File: config.mk
export PLATFORM = sky130hd
export DESIGN_NAME = lru_matrix_tracker
export DESIGN_NICKNAME = d
export VERILOG_FILES = /design/src/rtl/lru_pkg.sv /design/src/rtl/lru_ctrl.sv /design/src/rtl/lru_matrix.sv /design/src/rtl/lru_min_pick.sv /design/src/rtl/lru_matrix_tracker.sv
export SDC_FILE = /design/constraint.sdc
export NUM_CORES = 1
export LEC_CHECK = 0
export BUFFER_PORTS_ARGS = -buffer_cell sky130_fd_sc_hd__buf_2
export CAP_MARGIN = 20
export CORE_MARGIN = 10
export CORE_UTILIZATION = 50
export CTS_BUF_LIST = sky130_fd_sc_hd__clkbuf_16
export DETAILED_ROUTE_END_ITERATION = 8
export GPL_TIMING_DRIVEN = 0
export PLACE_DENSITY_LB_ADDON = 0.15
export SLEW_MARGIN = 20
export SYNTH_ARGS = -nofsm -noshare
export SYNTH_HDL_FRONTEND = slang
export SYNTH_SLANG_ARGS = --single-unit
File: constraint.sdc
create_clock -name clk -period 4 [get_ports clk]
set_input_delay 0.8 -clock clk [delete_from_list [all_inputs] [get_ports clk]]
set_output_delay 0.8 -clock clk [all_outputs]
set_load 0.02 [all_outputs]
File: src/rtl/lru_pkg.sv
package lru_pkg;

  // Strobe bundle from the reference decoder to the recency matrix.
  typedef struct packed {
    logic touch;   // accepted in-range reference this cycle
  } lru_strobe_t;

endpackage

File: src/rtl/lru_ctrl.sv
module lru_ctrl #(
  parameter  int N     = 4,
  localparam int IDX_W = $clog2(N)
) (
  input  logic                refValid,
  input  logic [IDX_W-1:0]    refIdx,
  output lru_pkg::lru_strobe_t strobe,
  output logic [N-1:0]        selVec
);

  localparam logic [IDX_W:0] FRAME_COUNT = (IDX_W+1)'(N);

  logic inRange;

  // An index at or above N maps to no frame and is dropped here.
  assign inRange = ({1'b0, refIdx} < FRAME_COUNT);

  for (genvar f = 0; f < N; f++) begin : g_dec
    assign selVec[f] = inRange && (refIdx == IDX_W'(f));
  end

  assign strobe.touch = refValid && inRange;

endmodule

File: src/rtl/lru_matrix.sv
module lru_matrix #(
  parameter int N = 4
) (
  input  logic                 clk,
  input  logic                 rstN,
  input  lru_pkg::lru_strobe_t strobe,
  input  logic [N-1:0]         selVec,
  output logic [N*N-1:0]       rowsFlat
);

  // rowsFlat[r*N + c] is cell (r, c); column 0 is bit 0 of each row.
  for (genvar r = 0; r < N; r++) begin : g_row
    for (genvar c = 0; c < N; c++) begin : g_col
      if (r == c) begin : g_diag
        // Set-then-clear always leaves the diagonal at zero: no storage.
        assign rowsFlat[r*N + c] = 1'b0;
      end else begin : g_cell
        logic cellQ;
        always_ff @(posedge clk or negedge rstN) begin
          if (!rstN) begin
            cellQ <= 1'b0;
          end else if (strobe.touch) begin
            if (selVec[r]) begin
              cellQ <= 1'b1;          // row of the referenced frame
            end else if (selVec[c]) begin
              cellQ <= 1'b0;          // column of the referenced frame
            end
          end
        end
        assign rowsFlat[r*N + c] = cellQ;
      end
    end
  end

endmodule

File: src/rtl/lru_min_pick.sv
module lru_min_pick #(
  parameter  int N     = 4,
  localparam int IDX_W = $clog2(N)
) (
  input  logic [N*N-1:0]   rowsFlat,
  output logic [IDX_W-1:0] lruIdx
);

  logic [N-1:0] bestRow;

  // Linear scan; strict compare keeps the lowest index on ties.
  always_comb begin
    bestRow = rowsFlat[N-1:0];
    lruIdx  = '0;
    for (int i = 1; i < N; i++) begin
      if (rowsFlat[i*N +: N] < bestRow) begin
        bestRow = rowsFlat[i*N +: N];
        lruIdx  = IDX_W'(i);
      end
    end
  end

endmodule

File: src/rtl/lru_matrix_tracker.sv
module lru_matrix_tracker #(
  parameter  int N     = 4,
  localparam int IDX_W = $clog2(N)
) (
  input  logic             clk,
  input  logic             rstN,
  input  logic             refValid,
  input  logic [IDX_W-1:0] refIdx,
  output logic [IDX_W-1:0] lruIdx
);

  lru_pkg::lru_strobe_t strobe;
  logic [N-1:0]         selVec;
  logic [N*N-1:0]       matrixFlat;

  lru_ctrl #(.N(N)) ctrl_i (
    .refValid (refValid),
    .refIdx   (refIdx),
    .strobe   (strobe),
    .selVec   (selVec)
  );

  lru_matrix #(.N(N)) mat_i (
    .clk      (clk),
    .rstN     (rstN),
    .strobe   (strobe),
    .selVec   (selVec),
    .rowsFlat (matrixFlat)
  );

  lru_min_pick #(.N(N)) pick_i (
    .rowsFlat (matrixFlat),
    .lruIdx   (lruIdx)
  );

endmodule

==> results of run 1 <==
[worst max-delay path, delay by kind of cell, from the launching register on]
| family | cells | cell delay [ps] |
|---|---|---|
| mux | 1 | 320 |
| compound gates | 5 | 710 |
| buf+inv | 3 | 360 |
| fa+ha+maj | 3 | 830 |
| simple gates | 3 | 440 |
| flops | 1 | 420 |
[synthesized netlist by cell type, drive strengths merged]
cell	instances
o31ai	1
nor2b	1
dfrtp	12
a211oi	1
nand2	25
nor2	1
o22ai	1
nor3	1
nand3b	1
o211ai	1
and2	1
mux2	3
nor3b	1
o31a	1
inv	8
ha	10
a41oi	1
nand3	1
a211o	1
o21ai	3
a21oi	5
a2111oi	1
buf	1
nor4	1
or2b	1
a311o	1
a21o	1
[routing by layer]
metal	track usage, %	part of all wire [%]
met5	0	0
met4	6.885	0.48
met3	2.361	4.8
met2	20.80	51
met1	12.95	44
[cells by family after synthesis]
logic type / synth area share (%)
adders and majority gates: 16.08
DFF: 38.59
AOI/OAI and AO/OA: 15.76
muxes: 4.822
and+or+nand+nor: 19.45
buffers and inverters: 5.306
[worst max-delay path by stage]
stage,start,to,slack (ps),cells after the start
finish,mat_i.g_row[1].g_col[3].g_cell.cellQ,lruIdx[1],-120,15
global route,mat_i.g_row[1].g_col[3].g_cell.cellQ,lruIdx[1],-270,15
CTS,mat_i.g_row[1].g_col[3].g_cell.cellQ,lruIdx[0],-130,16
detailed placement,mat_i.g_row[0].g_col[2].g_cell.cellQ,lruIdx[0],-360,17
global placement,mat_i.g_row[0].g_col[2].g_cell.cellQ,lruIdx[0],-290,17
floorplan,mat_i.g_row[1].g_col[3].g_cell.cellQ,lruIdx[1],20,14
[power groups by stage]
stage          Clock (W)  Combinational, W  Sequential (W)
6_report        0.000178          0.000342        0.000161
5_1_grt         0.000185          0.000368        0.000163
4_1_cts         0.000179          0.000326        0.000160
3_5_place_dp           0          0.000200        0.000159
3_3_place_gp           0          0.000196        0.000159
2_1_floorplan          0          0.000161        0.000154
[cells in the final DEF (no fill, tap or decap), types with 2 or more instances in the layout]
master | Yosys | routed
a21oi_4 | 0 | 3
buf_2 | 0 | 4
buf_4 | 0 | 13
buf_6 | 1 | 2
clkbuf_16 | 0 | 3
dfrtp_1 | 12 | 9
dfrtp_2 | 0 | 3
ha_1 | 10 | 6
ha_4 | 0 | 4
inv_1 | 8 | 6
mux2_2 | 2 | 2
nand2_1 | 25 | 24
o21ai_0 | 3 | 3
[final cells by class]
type / instances / share of cell area (%)
inverters: 8 / 2.775
well taps: 16 / 1.708
repair buffers: 19 / 11.95
multi-input cells: 65 / 50.91
clock buffers: 3 / 6.403
flip-flops and latches: 12 / 25.93
clock inverters: 1 / 0.3202
[stage by stage]
stage / hold WS, ps / total power, W / cell area, sq um
4_1_cts: 436.9 / 0.0006647 / 1162
3_5_place_dp: 480.1 / 0.0003596 / 849.6
3_3_place_gp: 472.8 / 0.0003545 / 849.6
2_1_floorplan: 450.9 / 0.0003150 / 799.5
6_report: 424.2 / 0.0006812 / 1172
5_1_grt: 446.4 / 0.0007166 / 1172
[what timing repair did]
action | 4_1_cts | 5_1_grt
resized for setup | 30 | 1
hold buffers | 0 | 0
buffers inserted | 12 | 1
setup endpoints to repair | 2 | 2
pin swaps | 16 | 6
==> results.cfg, run 1 <==
[pwr]
ir_worst_vdd_uv = 387.2
internal_power_w = 0.0004455
p_seq_share_pct = 23.6
p_clk_share_pct = 26.1
p_per_area_nw_per_um2 = 581.0
p_sw_w = 0.0002356
swShare_pct = 34.59
cellLeakagePower_nw = 0.5460
power.share.combinational_pct = 50.3

[placement]
dp.final_hpwl_um = 1209
placedCellCount = 108
port_buffers = 6
gp_congestion = 0.8863
place_ws_ps = -363.2

[detailed_routing]
drcViolationCount = 0
vias_per_cell = 5.629
drt_iter0_drc = 19
wl_per_cell_um = 15.06
wl_um = 1868
vias = 698
first_pass_iters = 4
ant_nets = 0

[global_routing]
grt_pass1_vias = 782
grt.overflow.total = 0
grt_max_degree = 13
antenna_found_initial = 0
track_usage_pct = 11.95
grt_pass1_wl_um = 3298

[clock_network]
clockBufferDepth = 2
cts_sinks = 12
h-tree-depth = 1
clk_pin_slew_worst_paths_ps = 40
cts_buffers = 3
cts_tree = built
clock_latency_ps = 230
cts-root-buf = clkbuf_16

[worst_setup_path]
crit_top_cell = ha_4
start_kind = flop
ff2ff_setup_slack_ps = 3060
cp_slowest_cell = dfrtp_2
timing.rr.start = mat_i.g_row[1].g_col[2].g_cell.cellQ
arrival_ps = 3320
worst-setup-path-type = reg -> out
critPathMaxStageDelay_ps = 420
path_cells = ha_4 -> nand3b_1 -> buf_6 -> a21oi_4 -> a21oi_4 -> ha_4 -> inv_4 -> nor4_4 -> a211o_1 -> mux2_4 -> ha_4 -> nand2_2 -> a41oi_2 -> o211ai_1 -> buf_4
cp_max_fo = 3
required_ps = 3200
cp-end-kind = primary output
rr_worst_depth = 2
worstReg2RegEnd = mat_i.g_row[1].g_col[2].g_cell.cellQ

[floorplan]
core-area_sq_um = 1489
die-area_sq_um = 3534
die_w_um = 59.45
initial_core_util_pct = 52.27
ios = 7
rows = 14
dieHeight_um = 59.45

[layout]
multiInputGateArea_sq_um = 596.8
regMostFlops = mat_i.g_row.g_col.g_cell.cellQ
antenna_cells = 0
synthToLayoutAreaGrowth_pct = 50.64
fill_cells = 95
post_route_cells_drive_above_1_share_pct = 43.52
top_regs = mat_i.g_row.g_col.g_cell.cellQ: 12 flops
largest_reg_flops = 12
stdcell_count = 124
ff_latch_area_sq_um = 304.0
nets = 124
fin_util_pct = 78.74

[sta]
skew_ps = 0
setup_ws_ps = -123.1
finalMaxSlewViolations = 0
slew_headroom_pct = 81.02
final-hold-violation-count = 0
tightest_slew_ps = 282.4
fin_crit_ps = 4123
max_freq_mhz = 242.5
rsz0062_at_grt = true
finalSetupTns_ps = -227.8
period_share_pct = 103.1
setup_viol = 2

[logic_synthesis]
synth.net_count = 101
seq_area_frac_synth_pct = 38.59
yosys.area.top_type = dfrtp_1
syn_area_sq_um = 778.2
yosys_warnings = 0
synth_top_area_share_pct = 38.59
ys_top_cells_by_area = dfrtp_1 (39%), ha_1 (16%), nand2_1 (12%), inv_1 (3.9%), a21oi_1 (3.2%)
synthDistinctLibCells = 28
ys_ff_latch = 12
avgSynthCellArea_sq_um = 9.049
syn_inst = 86

[min_path]
hp-class = in -> async

[job]
drv_cap = 0

[run_status]
violations = negative setup slack
status = complete, but fails checks
No activity file was read; power rests on OpenSTA's default activity.
==> run 2: changes to the inputs <==
--- a/config.mk
+++ b/config.mk
@@ -9,7 +9,7 @@
 export CAP_MARGIN = 20
 export CORE_MARGIN = 10
 export CORE_UTILIZATION = 50
-export CTS_BUF_LIST = sky130_fd_sc_hd__clkbuf_16
+export CTS_BUF_LIST = sky130_fd_sc_hd__clkbuf_8
 export DETAILED_ROUTE_END_ITERATION = 8
 export GPL_TIMING_DRIVEN = 0
 export PLACE_DENSITY_LB_ADDON = 0.15
==> results.cfg, run 2 (synthesis gave the netlist of run 1 again) <==
[global_routing]
grt_max_degree = 13
grt.overflow.total = 0
grt_pass1_vias = 771
antenna_found_initial = 0
grt_pass1_wl_um = 3291
track_usage_pct = 11.95

[detailed_routing]
drt_iter0_drc = 14
vias_per_cell = 5.581
first_pass_iters = 4
vias = 692
wl_um = 1868
wl_per_cell_um = 15.06
ant_nets = 0
drcViolationCount = 0

[worst_setup_path]
start_kind = flop
rr_worst_depth = 2
arrival_ps = 3330
timing.rr.start = mat_i.g_row[1].g_col[2].g_cell.cellQ
cp-end-kind = primary output
worstReg2RegEnd = mat_i.g_row[1].g_col[2].g_cell.cellQ
required_ps = 3200
cp_max_fo = 3
endpoint = lruIdx[1]
crit_start = mat_i.g_row[1].g_col[3].g_cell.cellQ
ff2ff_setup_slack_ps = 3070
worst-setup-path-type = reg -> out

[layout]
layout_commonest_cell = nand2_1
synthToLayoutAreaGrowth_pct = 47.59
top_regs = mat_i.g_row.g_col.g_cell.cellQ: 12 flops
stdcell_count = 124
largest_reg_flops = 12
most-common-layout-cells = nand2_1 (24), buf_4 (13), dfrtp_1 (9)
nets = 124
antenna_cells = 0
regMostFlops = mat_i.g_row.g_col.g_cell.cellQ
post_route_cells_drive_above_1_share_pct = 44.44

[sta]
rsz0062_at_grt = true
setup_viol = 2
period_share_pct = 103.2
setup_ws_ps = -128.0
slew_headroom_pct = 80.90
fin_crit_ps = 4128
skew_ps = 0
finalMaxSlewViolations = 0
tightest_slew_ps = 284.1
final-hold-violation-count = 0
max_freq_mhz = 242.3
holdWs_ps = 419.8

[placement]
port_buffers = 6
placedCellCount = 108
dp.final_hpwl_um = 1209
gp_congestion = 0.8863

[min_path]
hp-class = in -> async

[clock_network]
clockBufferDepth = 2
cts_buffers = 3
cts_sinks = 12
clock_latency_ps = 230
cts-root-buf = clkbuf_8
clk_pin_slew_worst_paths_ps = 50
cts_tree = built
h-tree-depth = 1

[floorplan]
rows = 14
die_w_um = 59.45
ios = 7
die-area_sq_um = 3534
initial_core_util_pct = 52.27
dieHeight_um = 59.45
core-area_sq_um = 1489

[pwr]
p_per_area_nw_per_um2 = 549.0
ir_worst_vdd_uv = 303.6
cellLeakagePower_nw = 0.5363

[run_status]
violations = negative setup slack
status = complete, but fails checks

[job]
drv_cap = 0
## run 2: final cells by class
| class | count | area [sq um] |
|---|---|---|
| Multi-Input combinational cell | 65 | 596.8 |
| Fill cell | 101 | 340.3 |
| Sequential cell | 12 | 304.0 |
| Timing Repair Buffer | 19 | 140.1 |
| Clock buffer | 4 | 55.05 |
| Inverter | 8 | 32.53 |
| Tap cell | 16 | 20.02 |
## run 2: worst min-delay path by stage
stage	slack, ps	to	cells after the start	startpoint
floorplan	450	mat_i.g_row[3].g_col[1].g_cell.cellQ	2	mat_i.g_row[3].g_col[1].g_cell.cellQ
global placement	470	mat_i.g_row[0].g_col[1].g_cell.cellQ	2	mat_i.g_row[0].g_col[1].g_cell.cellQ
detailed placement	480	mat_i.g_row[3].g_col[2].g_cell.cellQ	2	mat_i.g_row[3].g_col[2].g_cell.cellQ
CTS	440	mat_i.g_row[2].g_col[1].g_cell.cellQ	1	rstN
global route	440	mat_i.g_row[0].g_col[1].g_cell.cellQ	1	rstN
finish	420	mat_i.g_row[1].g_col[0].g_cell.cellQ	1	rstN
## run 2: layer usage
layer	vias to the layer above	track usage (%)	share of wire, %
met3	4	2.361	3.7
li1	342	-	-
met5	-	0	0
met4	0	6.230	1.0
met2	14	21.25	50
met1	332	12.82	45
## run 2: power by group
group	leakage [nW]	internal (W)	switching (W)
clock	0.0288	0.0000867	0.0000415
combinational	0.366	0.000173	0.000169
sequential	0.141	0.000141	0.0000192
## run 2: worst max-delay path: stages, from the launching register on
cell,delay [ps]
dfrtp_2,420
ha_4,290
nand3b_1,120
buf_6,150
a21oi_4,130
a21oi_4,60
ha_4,270
inv_4,40
nor4_4,270
a211o_1,210
mux2_4,320
ha_4,270
nand2_2,50
a41oi_2,200
o211ai_1,110
buf_4,170
## run 2: what timing repair did
action	CTS	global route
endpoints found under the hold margin	0	0
hold buffers	0	0
pin swaps	16	6
setup buffers	12	1
gates resized for setup	30	1
endpoints found under the setup margin	2	2
## run 2: stage by stage
step / total power, W / setup slack [ps] / utilization [%] / setup TNS, ps / area [sq um]
2_1_floorplan: 0.0003150 / 20.48 / - / 0 / 799.5
3_3_place_gp: 0.0003545 / -288.7 / 57.06 / -513.7 / 849.6
3_5_place_dp: 0.0003596 / -363.2 / 57.06 / -644.0 / 849.6
4_1_cts: 0.0006136 / -129.8 / 76.47 / -243.0 / 1139
5_1_grt: 0.0006651 / -278.2 / 77.14 / -545.4 / 1149
6_report: 0.0006306 / -128.0 / 77.14 / -235.4 / 1149
